### src/rtl/sdram_bcast_pkg.sv
package sdram_bcast_pkg;
  localparam int CMD_W     = 3;
  localparam int CMD_LSB   = 5;
  localparam int OFF_W     = 13;

  localparam logic [CMD_W-1:0] CMD_NORMAL = 3'b000;
  localparam logic [CMD_W-1:0] CMD_NOP    = 3'b001;
  localparam logic [CMD_W-1:0] CMD_PALL   = 3'b010;
  localparam logic [CMD_W-1:0] CMD_MRS    = 3'b011;
  localparam logic [CMD_W-1:0] CMD_REF    = 3'b100;

  // mode word: burst 4, interleaved, CAS latency field; placed at address bit 3
  localparam logic [OFF_W-1:0] MRS_OFF_CL3 = 13'h01D0;
  localparam logic [OFF_W-1:0] MRS_OFF_CL2 = 13'h0150;
  // upper row group sees the mode address lines inverted
  localparam logic [OFF_W-1:0] MRS_FLIP    = 13'h1FF8;

  typedef enum logic [2:0] {
    ST_IDLE,
    ST_ROW,
    ST_WAIT,
    ST_FIN
  } walk_st_e;
endpackage

### src/rtl/sdram_ctrl_merge.sv
module sdram_ctrl_merge
  import sdram_bcast_pkg::*;
#(
  parameter int REG_W = 16
) (
  input  logic             clk_i,
  input  logic             rst_ni,
  input  logic             go_i,
  input  logic [CMD_W-1:0] cmd_i,
  input  logic [REG_W-1:0] ctrl_i,
  output logic             ctrl_we_o,
  output logic [REG_W-1:0] ctrl_wdata_o
);
  localparam logic [REG_W-1:0] FIELD_MASK = REG_W'(((1 << CMD_W) - 1) << CMD_LSB);

  logic [REG_W-1:0] merged;

  always_comb begin
    merged = ctrl_i;
    merged[CMD_LSB +: CMD_W] = cmd_i;
  end

  always_ff @(posedge clk_i or negedge rst_ni) begin
    if (!rst_ni) begin
      ctrl_we_o    <= 1'b0;
      ctrl_wdata_o <= '0;
    end else begin
      ctrl_we_o <= go_i;
      if (go_i) ctrl_wdata_o <= merged;
    end
  end

  p_we_pulse_r2: assert property (@(posedge clk_i) disable iff (!rst_ni)
    ctrl_we_o |=> !ctrl_we_o);
  p_keep_bits_r2: assert property (@(posedge clk_i) disable iff (!rst_ni)
    $rose(ctrl_we_o) |-> ((ctrl_wdata_o & ~FIELD_MASK) == ($past(ctrl_i) & ~FIELD_MASK)));
endmodule

### src/rtl/sdram_mrs_offset.sv
module sdram_mrs_offset
  import sdram_bcast_pkg::*;
#(
  parameter int ROWS  = 8,
  parameter int ROW_W = $clog2(ROWS)
) (
  input  logic [ROW_W-1:0] row_i,
  input  logic [1:0]       cas_lat_i,
  input  logic             is_mrs_i,
  output logic [OFF_W-1:0] off_o
);
  localparam logic [ROW_W-1:0] UPPER_FIRST = ROW_W'(ROWS / 2);

  logic [OFF_W-1:0] base;
  logic             upper;

  assign base  = (cas_lat_i == 2'd2) ? MRS_OFF_CL2 : MRS_OFF_CL3;
  assign upper = (row_i >= UPPER_FIRST);
  assign off_o = !is_mrs_i ? '0 : (upper ? (base ^ MRS_FLIP) : base);
endmodule

### src/rtl/sdram_row_walker.sv
module sdram_row_walker
  import sdram_bcast_pkg::*;
#(
  parameter int ROWS      = 8,
  parameter int BOUND_W   = 8,
  parameter int ROW_SHIFT = 23,
  parameter int ADDR_W    = 32,
  parameter int ROW_W     = $clog2(ROWS)
) (
  input  logic                    clk_i,
  input  logic                    rst_ni,
  input  logic                    go_i,
  input  logic [CMD_W-1:0]        cmd_i,
  input  logic [ROWS*BOUND_W-1:0] bound_i,
  input  logic [OFF_W-1:0]        off_i,
  output logic [ROW_W-1:0]        row_o,
  output logic                    is_mrs_o,
  output logic                    busy_o,
  output logic                    rd_req_o,
  output logic [ADDR_W-1:0]       rd_addr_o,
  input  logic                    rd_ack_i,
  output logic                    done_o
);
  localparam logic [ROW_W-1:0] LAST_ROW = ROW_W'(ROWS - 1);

  walk_st_e           st_q;
  logic [ROW_W-1:0]   row_q;
  logic [BOUND_W-1:0] start_q, end_q;
  logic [CMD_W-1:0]   cmd_q;
  logic [BOUND_W-1:0] row_end;
  logic               last;

  assign row_end  = bound_i[row_q*BOUND_W +: BOUND_W];
  assign last     = (row_q == LAST_ROW);
  assign row_o    = row_q;
  assign is_mrs_o = (cmd_q == CMD_MRS);
  assign busy_o   = (st_q != ST_IDLE);
  assign done_o   = (st_q == ST_FIN);

  always_ff @(posedge clk_i or negedge rst_ni) begin
    if (!rst_ni) begin
      st_q      <= ST_IDLE;
      row_q     <= '0;
      start_q   <= '0;
      end_q     <= '0;
      cmd_q     <= CMD_NORMAL;
      rd_req_o  <= 1'b0;
      rd_addr_o <= '0;
    end else begin
      unique case (st_q)
        ST_IDLE: if (go_i) begin
          cmd_q   <= cmd_i;
          row_q   <= '0;
          start_q <= '0;
          st_q    <= (cmd_i == CMD_NORMAL) ? ST_FIN : ST_ROW;
        end
        ST_ROW: begin
          end_q <= row_end;
          if (row_end > start_q) begin
            rd_req_o  <= 1'b1;
            rd_addr_o <= (ADDR_W'(start_q) << ROW_SHIFT) + ADDR_W'(off_i);
            st_q      <= ST_WAIT;
          end else begin
            start_q <= row_end;
            if (last) st_q <= ST_FIN;
            else      row_q <= row_q + 1'b1;
          end
        end
        ST_WAIT: if (rd_ack_i) begin
          rd_req_o <= 1'b0;
          start_q  <= end_q;
          if (last) st_q <= ST_FIN;
          else begin
            row_q <= row_q + 1'b1;
            st_q  <= ST_ROW;
          end
        end
        ST_FIN: st_q <= ST_IDLE;
        default: st_q <= ST_IDLE;
      endcase
    end
  end

  p_req_hold_r9: assert property (@(posedge clk_i) disable iff (!rst_ni)
    (rd_req_o && !rd_ack_i) |=> (rd_req_o && $stable(rd_addr_o)));
  p_done_pulse_r10: assert property (@(posedge clk_i) disable iff (!rst_ni)
    done_o |=> !done_o);
  p_normal_quiet_r3: assert property (@(posedge clk_i) disable iff (!rst_ni)
    (busy_o && cmd_q == CMD_NORMAL) |-> !rd_req_o);
  p_req_rows_r5: assert property (@(posedge clk_i) disable iff (!rst_ni)
    $rose(rd_req_o) |-> (end_q > start_q));
endmodule

### src/rtl/sdram_cmd_bcast.sv
module sdram_cmd_bcast
  import sdram_bcast_pkg::*;
#(
  parameter int ROWS      = 8,
  parameter int BOUND_W   = 8,
  parameter int ROW_SHIFT = 23,
  parameter int ADDR_W    = 32,
  parameter int REG_W     = 16
) (
  input  logic                    clk_i,
  input  logic                    rst_ni,
  input  logic                    start_i,
  input  logic [2:0]              cmd_i,
  input  logic [1:0]              cas_lat_i,
  input  logic [REG_W-1:0]        ctrl_i,
  output logic                    ctrl_we_o,
  output logic [REG_W-1:0]        ctrl_wdata_o,
  input  logic [ROWS*BOUND_W-1:0] bound_i,
  output logic                    rd_req_o,
  output logic [ADDR_W-1:0]       rd_addr_o,
  input  logic                    rd_ack_i,
  output logic                    done_o
);
  localparam int ROW_W = $clog2(ROWS);

  logic             busy, go, is_mrs;
  logic [1:0]       cl_q;
  logic [ROW_W-1:0] row;
  logic [OFF_W-1:0] off;

  assign go = start_i && !busy;

  always_ff @(posedge clk_i or negedge rst_ni) begin
    if (!rst_ni)  cl_q <= 2'd3;
    else if (go)  cl_q <= cas_lat_i;
  end

  sdram_ctrl_merge #(.REG_W(REG_W)) u_merge (
    .clk_i, .rst_ni, .go_i(go), .cmd_i, .ctrl_i, .ctrl_we_o, .ctrl_wdata_o
  );

  sdram_mrs_offset #(.ROWS(ROWS), .ROW_W(ROW_W)) u_off (
    .row_i(row), .cas_lat_i(cl_q), .is_mrs_i(is_mrs), .off_o(off)
  );

  sdram_row_walker #(
    .ROWS(ROWS), .BOUND_W(BOUND_W), .ROW_SHIFT(ROW_SHIFT), .ADDR_W(ADDR_W), .ROW_W(ROW_W)
  ) u_walk (
    .clk_i, .rst_ni, .go_i(go), .cmd_i, .bound_i, .off_i(off), .row_o(row),
    .is_mrs_o(is_mrs), .busy_o(busy), .rd_req_o, .rd_addr_o, .rd_ack_i, .done_o
  );

  p_one_strobe_r10: assert property (@(posedge clk_i) disable iff (!rst_ni)
    (busy && start_i) |=> !ctrl_we_o);
endmodule

### config.mk
export PLATFORM = sky130hd
export DESIGN_NAME = sdram_cmd_bcast
export DESIGN_NICKNAME = d
export VERILOG_FILES = /design/src/rtl/sdram_bcast_pkg.sv /design/src/rtl/sdram_ctrl_merge.sv /design/src/rtl/sdram_mrs_offset.sv /design/src/rtl/sdram_row_walker.sv /design/src/rtl/sdram_cmd_bcast.sv
export SDC_FILE = /design/constraint.sdc
export NUM_CORES = 1
export LEC_CHECK = 0
export BUFFER_PORTS_ARGS = -buffer_cell sky130_fd_sc_hd__buf_2
export CORE_UTILIZATION = 43
export DETAILED_ROUTE_END_ITERATION = 10
export HOLD_SLACK_MARGIN = 0.12
export PLACE_DENSITY = 0.82
export SKIP_CTS_REPAIR_TIMING = 1
export SYNTH_ARGS = -nofsm -noshare
export SYNTH_HDL_FRONTEND = slang
export SYNTH_SLANG_ARGS = --single-unit
### constraint.sdc
create_clock -name clk_i -period 2.77 [get_ports clk_i]
set_clock_uncertainty 0.1 [all_clocks]
set_input_delay 0.277 -clock clk_i [delete_from_list [all_inputs] [get_ports clk_i]]
set_output_delay 0.277 -clock clk_i [all_outputs]
set_load 0.1 [all_outputs]
# Yosys cells after proc, flatten, opt, wreduce, memory -nomap -nowiden
# Cells that the tools add are included.
# word_totals
regBits	77
inputBits	89
# classes
n_addsub	2
order_cmp	2
eq_ne	11
shifts	1
muxes	22
bitwise_logic	1
n_reduce_logical	12
# ops
op	count
variable part select 64 x 7 -> 8 bit	1
adder 31 x 13 -> 32 bit	1
two-way mux 8 bit	4
two-way mux 13 bit	2
two-way mux 3 bit	8
one-hot mux 8 bit (3 select lines)	1
one-hot mux 3 bit (3 select lines)	2
inverter 10 bit	1
equality test 3 x 2 -> 1 bit, second input constant	3
> comparator 8 bit	1
logical NOT 3 bit	2
inequality test 2 bit, second input constant	3
AND reduction 3 bit	2
nonzero test 3 bit	2
two-way mux 2 bit	2
AND reduction 2 bit	2
AND reduction 4 bit	1
adder 3 x 1 -> 3 bit, second input constant	1
equality test 3 x 1 -> 1 bit, second input constant	1
equality test 3 bit, second input constant	1
greater-or-equal comparator 3 bit, second input constant	1
inequality test 3 x 1 -> 1 bit, second input constant	1
equality test 2 bit, second input constant	1
two-way mux 1 bit	2
other kinds (5)	5

# Depth between registers and ports, before layout
# Gate-level depths: netlist of run 1.
# logic_depth
word_depth	6
depth_mapped	13

# Cells and area by module
# A second synthesis of run 1 with hierarchy kept.
# unflattened
hier_cells	301
area_unflattened_um2	3854.9
# by_module_without_submodules
mod	instances	cells_each	area_per_inst_um2	seq_area_each_um2
sdram_row_walker	1	246	2966.6	1151.1
sdram_ctrl_merge	1	35	674.4	425.4
sdram_mrs_offset	1	15	117.6	0.0
sdram_cmd_bcast	1	5	96.3	52.6

# Worst setup path after synthesis of run 1
# No wires, ideal clock.
# synth_timing
path_kind	register to register
start	register u_walk.row_q[0] (netlist: u_walk.row_o[0])
end	register u_walk.st_q[1]
setup_ns	0.127
arrival_time_ns	2.810
t_required_ns	2.543
setup_slack_ns	-0.267
stages_incl_launch_ff	13
cell_sequence	dfrtp_1 buf_6 buf_12 mux4_2 mux2i_4 inv_1 ha_1 nand4_1 nor2_1 a211oi_2 nor2_2 a31o_1 mux2_1
# synth_between
elab_chain_cells	4
word_cells_on_any_way	9
cone_classes	order compare (1); eq/ne (2); shift (1); mux (4); reduce/logical (1)
# synth_rtl
item	line	text
start, declared	sdram_row_walker.sv:27	logic [ROW_W-1:0] row_q;
start signal, assigned	sdram_row_walker.sv:66	else row_q <= row_q + 1'b1;
start signal, assigned	sdram_row_walker.sv:74	row_q <= row_q + 1'b1;
variable part select 64 x 7 -> 8 bit *	sdram_row_walker.sv:33	assign row_end = bound_i[row_q*BOUND_W +: BOUND_W];
via u_walk.row_end[7]	sdram_row_walker.sv:30	logic [BOUND_W-1:0] row_end;
> comparator 8 bit *	sdram_row_walker.sv:59	if (row_end > start_q) begin
inequality test 3 x 1 -> 1 bit (no line) / two-way mux 3 bit (equally long branches)	-	
AND reduction 3 bit (no line) / one-hot mux 3 bit (3 select lines) (equally long branches)	-	
end signal, assigned	sdram_row_walker.sv:55	st_q <= (cmd_i == CMD_NORMAL) ? ST_FIN : ST_ROW;
end, declared	sdram_row_walker.sv:26	walk_st_e st_q;
# The timed path passes the listed nets; every way through them passes the cells marked *. The select of a mux whose other input is x is not followed.
# A chain may end at the register's enable or synchronous reset.

# Worst setup path in the final report of run 1
# Same ends and word-level chain as after synthesis.

==> impl_metrics.csv, run 1 <==
group,metric,value,unit
outcome,status,"finished, violations left",
outcome,violations,"negative setup slack",
clock_network,cts_tree,"built",
route,via_per_inst,4.95,
critical_path,r2r_cells,11,
critical_path,rr_endpoint,"u_walk.st_q[1]",
clock_network,htreeDepth,2,
die,die_area,7890,µm²
synthesis,syn_inst,270,
hold_path,min_path_type,"in -> reg",
die,die_x,88.8,µm
route,detail_route.wirelength,7360,µm
synthesis,netlist.area_leader.share,0.386,
grt,globalRouteOverflowTotal,0,
grt,first_global_vias,2304,
grt,grtUsageTotal,0.168,
synthesis,synth_edf_count,0,
sta,period_share,1.15,
critical_path,arrival,3.28,ns
sta,drv_slew,0,
route,dr.pass1.iters,4,
die,start_util,0.447,
clock_network,clock_sinks,52,
place,dp_slack,-0.441,ns
grt,antenna_found_initial,0,
final_layout,stdcell_count,518,
critical_path,path_class,"reg -> reg",
place,portBuffers,122,
route,first_iter_violations,72,
clock_network,worstSkewPairLatency,0.30,ns
route,drc,0,
place,place_inst,491,
final_layout,diodes,0,
place,place_congestion,0.808,
grt,grt_pass1_wl,10300,µm
route,vias,2566,
route,wl_per_cell,14.2,µm
synthesis,synthArstFlopShare,1.00,
place,dp_hpwl,5270,µm
clock_network,clockBufferDepth,2,
clock_network,cts-root-buf,"clkbuf_8",
sta,worstMarginPinSlew,0.800,ns
die,io_pins,140,
synthesis,synth-seq-area-share,0.402,
clock_network,clkSlewWorstSetupHoldPaths,0.09,ns
hold_path,hold_path_depth,2,
die,num_rows,31,
final_layout,final_cell_mix,"buf_2 (122), dfrtp_1 (49), inv_1 (18), mux2_2 (18), nor2_1 (18)",
hold_path,min_to,"u_merge.ctrl_wdata_o[3]",
flow_run,max-cap-violations,0,
die,die_y,88.8,µm
grt,grt_start_max_net_pins,34,
sta,setup_viol,25,
synthesis,post_synth_num_cell_types,43,
sta,max_freq,314,MHz
final_layout,syn_to_final_growth,38.1,%
critical_path,end_kind,"flip-flop",
critical_path,worstPathRequired,2.87,ns
synthesis,synthTopCellsByArea,"dfrtp_1 (39%), mux4_2 (6.9%), mux2_2 (6.6%)",
critical_path,r2r_slack,-0.41,ns
synthesis,yosysWarnings,0,
synthesis,synthFlopType,"dfrtp_1",
synthesis,synth_top_area_cell,"dfrtp_1",
hold_path,hold_path.startpoint,"ctrl_i[3]",
sta,fin_tns_setup,-8.68,ns
synthesis,syn_area,3240,µm²
sta,finalHoldViolCount,0,
die,coreArea,7250,µm²
sta,rsz0062_at_grt,"yes",
clock_network,cts_made_buffers,5,
sta,max_slew_margin,0.466,
sta,period_minus_slack,3.18,ns
route,ant_nets,0,
critical_path,cp_max_fo,7,
final_layout,final_common_cell,"buf_2",
final_layout,drive_gt1_frac,0.561,
synthesis,synth_seq_cells,52,
final_layout,layout.nets,523,
critical_path,rr_startpoint,"u_walk.row_o[0]",
synthesis,synth_area_per_cell,12.0,µm²
critical_path,cp-start-kind,"flip-flop",
sta,layout_setup_ws,-0.414,ns
[how the worst max path moves through the flow]
stage / end / cells past startpoint / startpoint
2_1_floorplan: u_walk.st_q[1] / 12 / u_walk.row_o[0]
3_3_place_gp: u_walk.rd_req_o / 11 / u_walk.row_o[0]
3_5_place_dp: u_walk.rd_req_o / 11 / u_walk.row_o[0]
4_1_cts: u_walk.rd_req_o / 11 / u_walk.row_o[0]
5_1_grt: u_walk.st_q[1] / 11 / u_walk.row_o[0]
6_report: u_walk.st_q[1] / 11 / u_walk.row_o[0]
[registers in the layout (all words and copies together), names as in the netlist]
name,count
u_merge.ctrl_wdata_o,15
cl_q,2
u_walk.start_q,8
u_walk.row_o,3
u_merge.ctrl_we_o,1
u_walk.cmd_q,1
u_walk.st_q,2
u_walk.end_q,8
u_walk.rd_req_o,1
u_walk.rd_addr_o,11
[metal layers]
metal,share of wire,vias up,global-route usage
met5,0,-,0
met3,0.051,11,0.0308
met2,0.54,111,0.289
li1,-,1216,-
met4,0.014,0,0.0601
met1,0.40,1228,0.212
[worst max-delay path, stage by stage, from the launching register on]
cell,delay [ns]
dfrtp_2,0.44
clkbuf_16,0.18
mux4_2,0.52
mux2i_4,0.18
inv_1,0.07
ha_1,0.33
nand4_1,0.17
nor2_4,0.07
a211oi_4,0.35
nor2_4,0.11
a31o_1,0.25
mux2_4,0.30
[per-stage QoR]
stage / instance area [µm²] / utilization / hold slack, ns
detailed placement: 4000 / 0.552 / 0.137
global route: 4480 / 0.618 / 0.0971
finish: 4480 / 0.618 / 0.114
floorplan: 3320 / - / -0.119
CTS: 4090 / 0.564 / -0.200
global placement: 4000 / 0.552 / 0.131
[cell type report]
| type | count | area, µm² |
|---|---|---|
| clock buffer | 6 | 82.6 |
| inverter | 23 | 86.3 |
| fill | 588 | 2770 |
| multi-input combinational | 175 | 1820 |
| tap | 99 | 124 |
| clock inverter | 1 | 8.76 |
| sequential | 52 | 1310 |
| timing repair buffer | 162 | 1050 |
[kinds of logic (layout without fill, tap and decap cells)]
logic type	after synthesis	in the layout	share of synthesized area
AOI/OAI and AO/OA	45	45	0.0992
xor gates and xnor gates	1	1	0.00270
adders and majority gates	15	15	0.0579
buffers and inverters	56	192	0.102
DFF	52	52	0.402
muxes	53	53	0.272
other	1	14	0.00116
and+or+nand+nor	47	47	0.0637
[synthesized netlist by cell type, types with 3 or more instances]
cell type  instances
nand3_1            4
a22o_1             3
ha_1              15
mux2_2            19
o21ai_1            8
dfrtp_1           50
a21oi_1           13
mux4_2            10
o31ai_1            3
mux2_1             3
nor2_1            19
clkbuf_1           3
mux2i_1            7
mux4_1             6
buf_2              5
buf_4             22
mux2i_4            8
inv_1             22
nand2_1           16
a21oi_2            7
Power of run 1 is left out: the tool's default activity adds up to more than one toggle a clock period on the data nets, which glitch-free logic cannot reach.
==> run 2, diff against run 1 <==
--- a/config.mk
+++ b/config.mk
@@ -6,10 +6,11 @@
 export NUM_CORES = 1
 export LEC_CHECK = 0
 export BUFFER_PORTS_ARGS = -buffer_cell sky130_fd_sc_hd__buf_2
-export CORE_UTILIZATION = 43
+export CORE_UTILIZATION = 45
+export CTS_BUF_LIST = sky130_fd_sc_hd__clkbuf_4 sky130_fd_sc_hd__clkbuf_8
 export DETAILED_ROUTE_END_ITERATION = 10
 export HOLD_SLACK_MARGIN = 0.12
-export PLACE_DENSITY = 0.82
+export PLACE_DENSITY = 0.85
 export SKIP_CTS_REPAIR_TIMING = 1
 export SYNTH_ARGS = -nofsm -noshare
 export SYNTH_HDL_FRONTEND = slang
==> run 2 against run 1 <==
  * The flow still finishes with violations (negative setup slack)
  * Count of clock-buffer cells in the layout rose by 1
  * Die area fell by 4.3%
  * Non-clock buffer count rose by 6
  * Worst hold slack improved by 0.11 ns
  * Flip-flop and latch count did not move
  * Routed wire length rose by 5.5%
  * Maximum frequency fell by 1.3%
  * Via count rose by 2.7%
  * Critical path depth rose by 2
  * Cell area fell by 1.3%
  * Sequential share of layout area rose by 0.40 points
==> impl_metrics.csv, run 2 (synthesis results as in run 1) <==
group,metric,value,unit
outcome,status,"finished, violations left",
outcome,violations,"negative setup slack",
sta,period_minus_slack,3.22,ns
critical_path,cpPeakStageDelay,0.52,ns
hold_path,hold_path_depth,3,
die,coreArea,6870,µm²
clock_network,clock_sinks,52,
hold_path,min_to,"u_walk.rd_req_o",
grt,met3_usage,0.0332,
final_layout,drive_gt1_frac,0.523,
final_layout,syn_to_final_growth,36.3,%
final_layout,final_util,0.643,
place,dp_hpwl,5530,µm
grt,first_global_vias,2474,
critical_path,crit_slowest_cell,"mux4_2",
place,post_dp_cell_area,3990,µm²
grt,antenna_found_initial,0,
final_layout,final_common_cell,"buf_2",
die,die_area,7550,µm²
hold_path,hold_path.startpoint,"rd_ack_i",
route,ant_nets,0,
sta,drv_slew,0,
place,portBuffers,122,
sta,max_freq,310,MHz
route,dr.pass1.iters,6,
sta,max_slew_margin,0.479,
die,die_x,86.9,µm
clock_network,clkSlewWorstSetupHoldPaths,0.10,ns
route,first_iter_violations,115,
final_layout,final_cell_mix,"buf_2 (122), dfrtp_1 (49), inv_1 (21), dlygate4sd3_1 (19)",
die,num_rows,30,
final_layout,stdcell_area,4420,µm²
sta,rsz0062_at_grt,"yes",
grt,met1_usage,0.233,
critical_path,cp_max_fo,7,
critical_path,rr_endpoint,"u_walk.rd_req_o",
grt,grtUsageTotal,0.192,
sta,worstMarginPinSlew,0.779,ns
critical_path,rr_startpoint,"u_walk.row_o[0]",
clock_network,worstSkewPairLatency,0.30,ns
route,vias,2636,
flow_run,max-cap-violations,0,
clock_network,clockBufferDepth,2,
final_layout,seqCellArea,1310,µm²
place,dp_slack,-0.458,ns
critical_path,worstPathRequired,2.87,ns
sta,layout_setup_ws,-0.455,ns
critical_path,path_cells,"buf_12 -> buf_6 -> mux4_2 -> mux2i_4 -> inv_1 -> ha_1 -> nand4_1 -> nor2_2 -> a211oi_2 -> buf_4 -> nor2_4 -> mux2_4 -> a22o_1",
critical_path,crit_buf_inv,4,
critical_path,end_kind,"flip-flop",
sta,fin_hold_ws,0.220,ns
critical_path,r2r_cells,13,
final_layout,top_regs,"u_merge.ctrl_wdata_o x15, u_walk.rd_addr_o x11",
sta,period_share,1.16,
final_layout,largest_register_ff_count,15,
critical_path,r2r_slack,-0.45,ns
grt,grt_start_max_net_pins,53,
die,die_y,86.9,µm
grt,globalRouteOverflowTotal,0,
critical_path,arrival,3.32,ns
grt,met2_usage,0.346,
critical_path,crit_family,"multiplexers",
route,wl_per_cell,14.9,µm
grt,grt_pass1_wl,11300,µm
final_layout,fillers,511,
clock_network,htreeDepth,2,
sta,setup_viol,25,
final_layout,diodes,0,
route,via_per_inst,5.05,
die,start_util,0.472,
place,place_congestion,0.834,
die,io_pins,140,
clock_network,cts_tree,"built",
route,drc,0,
sta,finalHoldViolCount,0,
final_layout,multi_input_area,1700,µm²
clock_network,cts-root-buf,"clkbuf_8",
final_layout,top_register,"u_merge.ctrl_wdata_o",
critical_path,path_class,"reg -> reg",
hold_path,min_path_type,"in -> reg",
clock_network,cts_made_buffers,5,
grt,grt_busiest_layer,"met2",
final_layout,layout.nets,529,
critical_path,cp-start-kind,"flip-flop",
route,detail_route.wirelength,7760,µm
-- run 2: cell types whose count changed in the layout (fill, tap and decap cells not counted), sizes merged --
cell	delta
buf	+3
dlygate4sd3	+3
clkbuf	+1
-- run 2: how the worst max path moves through the flow --
stage	from	end	slack (ns)	cells past startpoint
2_1_floorplan	u_walk.row_o[0]	u_walk.st_q[1]	-0.24	12
3_3_place_gp	u_walk.row_o[0]	u_walk.rd_req_o	-0.32	11
3_5_place_dp	u_walk.row_o[0]	u_walk.rd_req_o	-0.46	11
4_1_cts	u_walk.row_o[0]	u_walk.rd_req_o	-0.48	11
5_1_grt	u_walk.row_o[0]	u_walk.rd_addr_o[23]	-0.56	13
6_report	u_walk.row_o[0]	u_walk.rd_req_o	-0.45	13
-- run 2: layout make-up --
type / instances / area share
Multi-Input combinational cell: 175 / 0.385
Timing Repair Buffer: 168 / 0.250
Tap cell: 96 / 0.0272
Clock buffer: 7 / 0.0204
Sequential cell: 52 / 0.295
Clock inverter: 1 / 0.00198
Inverter: 23 / 0.0195
-- run 2: per-stage QoR --
step	std cells	TNS [ns]
after global placement	488	-5.20
final	522	-9.43
after detailed placement	488	-7.87
after CTS	496	-8.80
after floorplan	283	-2.67
after global routing	522	-12.65
-- run 2: worst min-delay path, stage by stage --
cell	delay [ns]
buf_2	0.11
nand2_1	0.07
a22o_1	0.14
-- run 2: metal layers --
metal	share of wire	routed length [µm]	vias to the layer above
li1	-	-	1224
met1	0.40	3110	1288
met2	0.53	4140	114
met3	0.053	414	10
met4	0.013	99	0
met5	0	0	-
Power of run 2 is left out for the same reason.
